File: src/rtl/flush_pkg.sv
package flush_pkg;

  typedef enum logic [1:0] {
    OP_ADD = 2'd0,
    OP_DBL = 2'd1,
    OP_TRI = 2'd2
  } stage_op_e;

  // Operation chosen by the stage index.
  function automatic stage_op_e op_of(input int k);
    case (k % 3)
      0:       return OP_ADD;
      1:       return OP_DBL;
      default: return OP_TRI;
    endcase
  endfunction

endpackage

File: src/rtl/flush_seq.sv
module flush_seq #(
  parameter int DEPTH = 5,
  localparam int CW = $clog2(DEPTH + 1)
) (
  input  logic          clk,
  input  logic          rst,
  input  logic          en,
  output logic          busy,
  output logic [CW-1:0] cnt
);
  localparam logic [CW-1:0] LAST = CW'(DEPTH - 1);

  // Only this state and the gates it drives respond to reset.
  always_ff @(posedge clk) begin
    if (rst) begin
      busy <= 1'b1;
      cnt  <= '0;
    end else if (busy && en) begin
      if (cnt == LAST) begin
        busy <= 1'b0;
        cnt  <= '0;
      end else begin
        cnt <= cnt + 1'b1;
      end
    end
  end
endmodule

File: src/rtl/pipe_stage.sv
module pipe_stage
  import flush_pkg::*;
#(
  parameter int DW  = 16,
  parameter int IDX = 0
) (
  input  logic          clk,
  input  logic          en,
  input  logic          in_vld,
  input  logic [DW-1:0] in_dat,
  output logic          out_vld,
  output logic [DW-1:0] out_dat
);
  localparam stage_op_e     OP     = op_of(IDX);
  localparam logic [DW-1:0] ADDEND = DW'(IDX + 1);

  logic [DW-1:0] res;

  generate
    if (OP == OP_ADD) begin : g_add
      assign res = in_dat + ADDEND;
    end else if (OP == OP_DBL) begin : g_dbl
      assign res = in_dat << 1;
    end else begin : g_tri
      assign res = in_dat + (in_dat << 1);
    end
  endgenerate

  // No reset term: contents are cleared by flushing zeros through.
  always_ff @(posedge clk) begin
    if (en) begin
      out_vld <= in_vld;
      out_dat <= res;
    end
  end
endmodule

File: src/rtl/flush_pipe.sv
module flush_pipe #(
  parameter int DW    = 16,
  parameter int DEPTH = 5
) (
  input  logic          clk,
  input  logic          rst,
  input  logic          en,
  input  logic          in_valid,
  input  logic [DW-1:0] in_data,
  output logic          out_valid,
  output logic [DW-1:0] out_data
);
  localparam int CW = $clog2(DEPTH + 1);

  logic          busy;
  logic [CW-1:0] cnt;
  logic          stage_vld [DEPTH+1];
  logic [DW-1:0] stage_dat [DEPTH+1];

  flush_seq #(.DEPTH(DEPTH)) u_seq (
    .clk  (clk),
    .rst  (rst),
    .en   (en),
    .busy (busy),
    .cnt  (cnt)
  );

  // Input gate: zeros enter while the window is open.
  assign stage_vld[0] = in_valid & ~busy;
  assign stage_dat[0] = busy ? '0 : in_data;

  generate
    for (genvar k = 0; k < DEPTH; k++) begin : g_stage
      pipe_stage #(.DW(DW), .IDX(k)) u_stage (
        .clk     (clk),
        .en      (en),
        .in_vld  (stage_vld[k]),
        .in_dat  (stage_dat[k]),
        .out_vld (stage_vld[k+1]),
        .out_dat (stage_dat[k+1])
      );
    end
  endgenerate

  // Output gate: nothing leaves while the window is open.
  assign out_valid = ~busy & stage_vld[DEPTH];
  assign out_data  = out_valid ? stage_dat[DEPTH] : '0;
endmodule

File: config.mk
export PLATFORM = sky130hd
export DESIGN_NAME = flush_pipe
export DESIGN_NICKNAME = d
export VERILOG_FILES = /design/src/rtl/flush_pkg.sv /design/src/rtl/flush_seq.sv /design/src/rtl/pipe_stage.sv /design/src/rtl/flush_pipe.sv
export SDC_FILE = /design/constraint.sdc
export NUM_CORES = 1
export LEC_CHECK = 0
export BUFFER_PORTS_ARGS = -buffer_cell sky130_fd_sc_hd__buf_4
export CELL_PAD_IN_SITES_DETAIL_PLACEMENT = 1
export CELL_PAD_IN_SITES_GLOBAL_PLACEMENT = 2
export CORE_UTILIZATION = 46
export CTS_BUF_LIST = sky130_fd_sc_hd__clkbuf_4
export DETAILED_ROUTE_END_ITERATION = 12
export GPL_TIMING_DRIVEN = 1
export PLACE_DENSITY_LB_ADDON = 0.25
export SLEW_MARGIN = 10
export SYNTH_ARGS = -nofsm -noshare
export SYNTH_HDL_FRONTEND = slang
export SYNTH_SLANG_ARGS = --single-unit
File: constraint.sdc
create_clock -name clk -period 3.5 [get_ports clk]
set_input_delay 0.35 -clock clk [delete_from_list [all_inputs] [get_ports clk]]
set_output_delay 0.35 -clock clk [all_outputs]
set_load 0.01 [all_outputs]
**Word-level counts from Yosys, hierarchy flattened**

Index checks and enable logic that the tools add are counted.

- Add/sub/neg operators: 4
- $mul: 0
- Div/mod/pow operators: 0
- Magnitude comparators: 0
- Eq/ne operators: 1
- Shift-type cells: 0
- Multiplexer cells: 3
- Bitwise logic cells: 3
- Reductions and logical operators: 2

Operator list:

| cell | number |
|---|---|
| 2-to-1 mux 16 bit | 1 |
| adder 15 bit | 1 |
| adder 15 x 3 -> 15 bit, second input constant | 1 |
| adder 14 x 1 -> 14 bit, second input constant | 1 |
| 2-to-1 mux 14 bit | 1 |
| adder 3 x 1 -> 3 bit, second input constant | 1 |
| == test 3 bit, second input constant | 1 |
| 2-to-1 mux 3 bit | 1 |
| AND 1 bit | 2 |
| AND reduction 2 bit | 1 |
| logical AND 1 bit | 1 |
| inverter 1 bit | 1 |

- Flip-flop bits (word level): 82
- Bits in latches: 0
- Memory bits (writable): 0
- Memory bits (read-only): 0
- Input bits: 20
- Word-level logic and storage cells: 25
- Memories: 0

**Depth between registers and ports, before layout**

- Depth after elaboration: 3
- Gate-level depth with buffers: 8
- Depth with buffers taken out: 7

**Hierarchy**

Synthesis repeated with hierarchy kept, for this count alone.

- Cells, all modules: 302
- Area total of the unflattened synthesis: 4139.0 um^2

Modules (own cells, without submodules):

| module | instances | cells each | area each (um^2) |
|---|---|---|---|
| pipe_stage at g_stage[2].u_stage | 1 | 95 | 1123.6 |
| pipe_stage at g_stage[1].u_stage ... | 2 | 18 | 491.7 |
| pipe_stage at g_stage[0].u_stage | 1 | 58 | 812.0 |
| pipe_stage at g_stage[3].u_stage | 1 | 53 | 757.0 |
| flush_pipe | 1 | 38 | 275.3 |
| flush_seq | 1 | 22 | 187.7 |

**Worst setup path after synthesis**

No wires, ideal clock.

- Path kind: reg-to-reg
- Start: register g_stage[1].u_stage.out_dat[2]
- End: register g_stage[2].u_stage.out_dat[14], data pin
- Arrival: 1.998 ns
- Required time: 3.238 ns
- Slack: 1.240 ns
- Cell stages (with the launch flop): 8
- Path buffers: 0
- Cells stage by stage: edfxtp_1 > ha_1 > fa_1 > a21o_1 > a221oi_2 > o21ai_2 > a311oi_2 > xnor2_1

- Cells in the longest elaborated chain, start to end: 1

RTL lines:

| element | RTL line | RTL |
|---|---|---|
| start: declaration | pipe_stage.sv:12 | `output logic [DW-1:0] out_dat` |
| start signal: assignment | pipe_stage.sv:33 | `out_dat <= res;` |
| adder 15 bit | pipe_stage.sv:25 | `assign res = in_dat + (in_dat << 1);` |
| named net g_stage[2].u_stage.res[14] | pipe_stage.sv:17 | `logic [DW-1:0] res;` |
| end signal: assignment | pipe_stage.sv:33 |  |
| end: declaration | pipe_stage.sv:12 |  |

The timed path passes the listed nets, and every way through them passes these cells.
A chain may end at the register's enable or synchronous reset.

**Worst setup path after layout**

Ends and elaborated chain as after synthesis.

==> flow_metrics.env <==
export IMPL_met3WireLength_microns=190
export IMPL_area_delta_synth_final_pct=14.5
export IMPL_crit_family="compound AO/OA/AOI/OAI gates"
export IMPL_finalNetCount=330
export IMPL_ant_nets=0
export IMPL_yosys_area_top_type_share=0.631
export IMPL_syn_area_sq_um=3570
export IMPL_path_clk_slew_ns=0.14
export IMPL_cts_hold_buf=0
export IMPL_via_count=2021
export IMPL_fillers=748
export IMPL_rsz0062_at_grt="no"
export IMPL_numCtsBuffers=9
export IMPL_grt_pass1_wl_mm=9.08
export IMPL_portBuffers=32
export IMPL_p_per_area_nw_per_um2=469
export IMPL_clockBufferDepth=2
export IMPL_first_global_vias=2161
export IMPL_avgSynthCellArea_sq_um=14.1
export IMPL_antenna_found_initial=0
export IMPL_setup_viol=0
export IMPL_cp_arrival_ns=2.59
export IMPL_maxSlewViolCount=0
export IMPL_ir_worst_vdd_v=0.000216
export IMPL_cts_tree="built"
export IMPL_top_layer="met4"
export IMPL_wl_per_cell_microns=12.8
export IMPL_yosysSeqAreaShare=0.653
export IMPL_status="finished clean"
export IMPL_worstPathCellList="ha_1 -> fa_1 -> a21o_1 -> a221oi_2 -> o21ai_2 -> a311oi_2 -> xnor2_1"
export IMPL_fmax_ghz=0.416
export IMPL_core_sq_um=7370
export IMPL_required_ns=3.69
export IMPL_synth_seq_cells=79
export IMPL_clock_sinks=79
export IMPL_drtIter0Drc=41
export IMPL_drt_pass1_iter_count=4
export IMPL_die_h_microns=90.1
export IMPL_fp_dieW_microns=90.1
export IMPL_synth_distinct_cells=42
export IMPL_whs_ns=0.113
export IMPL_async_flop_share=0
export IMPL_cts_resized=0
export IMPL_start_util=0.485
export IMPL_synthTopCellsByArea="edfxtp_1 (63%), ha_1 (5.6%), xnor2_1 (5.2%)"
export IMPL_grt_max_degree=71
export IMPL_drv_cap=0
export IMPL_track_usage=0.142
export IMPL_cts_root_buffer="clkbuf_4"
export IMPL_yosysTopAreaCell="edfxtp_1"
export IMPL_hold_viol=0
export IMPL_hpwl_mm=3.74
export IMPL_rows=31
export IMPL_via_per_inst=5.09
export IMPL_fin_skew_ns=0.0255
export IMPL_drc=0
export IMPL_critPathMaxFanout=3
export IMPL_period_share=0.686
export IMPL_cts_setup_buffers=0
export IMPL_grt_overflow_total=0
export IMPL_cp_start_kind="flip-flop"
export IMPL_maxSlewHeadroom=0.452
export IMPL_leakage_uw=0.00155
export IMPL_drive_above_1_share=0.191
export IMPL_slowest_stage="edfxtp_1"
export IMPL_fin_util=0.555
export IMPL_synth_edff_count=75
export IMPL_ys_warn_count=0
export IMPL_routed_wl_mm=5.10
export IMPL_synth_cells=253
export IMPL_min_period_ns=2.40
export IMPL_crit_buf_inv=0
export IMPL_slowest_delay_ns=0.47
export IMPL_htree_levels=3
export IMPL_worst_slew_pin_slew_ns=0.822
export IMPL_fin_tns_setup_ns=0
export IMPL_die_area_sq_um=8120
export IMPL_min_path_type="in -> reg"
export IMPL_clk_latency_ns=0.42
export IMPL_met2_length_mm=2.64
export IMPL_endpoint_kind="flip-flop"
export IMPL_critical_path_class="reg -> reg"
export IMPL_ioPinCount=37
export IMPL_wl_met1_mm=2.14
export IMPL_gp_congestion=0.708
export IMPL_n_antenna_cell=0
export IMPL_synth_flop_cell="edfxtp_1"
==> cell usage after synthesis (all sizes together) (3+ instances only) <==
master and n:
ha 16, and3 8, and2 14, nor2 9, a21o 5, a21oi 12
xnor2 21, and4 4, clkbuf 3, edfxtp 75, inv 5, xor2 11
o21ai 6, nand3 12, nand2 13, nor2b 8, dfxtp 4, nand4 3
==> power by group <==
group / leakage (uW) / switching (uW) / total [uW] / internal (uW)
combinational: 0.000702 / 89.0 / 166 / 76.7
sequential: 0.000766 / 29.4 / 1140 / 1120
clock: 0.0000832 / 306 / 607 / 301
==> per-stage QoR <==
| stage | cell area [sq um] | std cells | power, uW | worst slack (ns) |
|---|---|---|---|---|
| after CTS | 4090 | 397 | 1940 | 1.06 |
| after global placement | 3920 | 381 | 1320 | 1.11 |
| after global routing | 4090 | 397 | 1990 | 0.864 |
| final | 4090 | 397 | 1920 | 1.10 |
| after floorplan | 3570 | 254 | 1270 | 1.24 |
| after detailed placement | 3920 | 381 | 1340 | 1.05 |
==> layout make-up <==
| cell class | count | area (sq um) | area share |
|---|---|---|---|
| well taps | 99 | 124 | 0.0303 |
| multi-input cells | 165 | 1200 | 0.293 |
| flip-flops and latches | 79 | 2330 | 0.571 |
| clock buffers | 10 | 75.1 | 0.0184 |
| clock inverters | 6 | 92.6 | 0.0227 |
| repair buffers | 33 | 248 | 0.0606 |
| inverters | 5 | 18.8 | 0.00459 |
==> state kept, by name, summed over array words and instances, names as in the netlist <==
name and count:
u_seq.cnt 3, u_seq.busy 1, g_stage.u_stage.out_vld 5, g_stage.u_stage.out_dat 70
==> cells by family (layout without fill, tap and decap cells) <==
group,Yosys count,count (layout),share of synthesized area
flip-flops,79,79,0.653
buffers and inverters,10,54,0.0126
XOR/XNOR,32,32,0.0785
AO/OA/AOI/OAI,32,32,0.0606
other,1,2,0.00105
AND/OR/NAND/NOR,81,81,0.130
multiplexers,1,1,0.00280
adder cells (fa/ha/maj),17,17,0.0617
==> worst register-to-register path: cells and delay by family (launching register included) <==
| family | cells | cell delay (ns) |
|---|---|---|
| xor+xnor | 1 | 0.11 |
| fa+ha+maj | 2 | 0.64 |
| flops | 1 | 0.47 |
| compound gates | 4 | 0.98 |
==> worst paths after layout <==
check,end,cells after the start,slack [ns],from
min reg2reg,g_stage[1].u_stage.out_dat[2]$_DFFE_PP_,0,0.43,g_stage[0].u_stage.out_dat[1]$_DFFE_PP_
max,g_stage[2].u_stage.out_dat[14]$_DFFE_PP_,7,1.10,g_stage[1].u_stage.out_dat[2]$_DFFE_PP_
max reg2reg,g_stage[2].u_stage.out_dat[14]$_DFFE_PP_,7,1.10,g_stage[1].u_stage.out_dat[2]$_DFFE_PP_
min,u_seq.cnt[2]$_SDFFE_PP0P_,2,0.11,rst
==> per-layer routing <==
| metal | up-vias | global-route usage |
|---|---|---|
| met2 | 45 | 0.261 |
| met3 | 12 | 0.0288 |
| met1 | 948 | 0.146 |
| met5 | - | 0 |
| met4 | 0 | 0.0914 |
| li1 | 1016 | - |
==> placed cells by master (no fill, tap or decap), types with 5 or more instances in the layout <==
master / Yosys / final
o21ai_0: 5 / 5
a21o_1: 5 / 5
and3_1: 5 / 5
buf_4: 2 / 33
ha_1: 16 / 16
xor2_1: 11 / 11
a21oi_1: 12 / 12
and2_1: 14 / 14
nand3_1: 12 / 12
xnor2_1: 21 / 21
inv_1: 5 / 5
edfxtp_1: 75 / 75
nor2b_1: 8 / 8
nor2_1: 9 / 9
nand2_1: 13 / 13
clkbuf_4: 0 / 10
No activity file was read; power rests on OpenSTA's default activity.
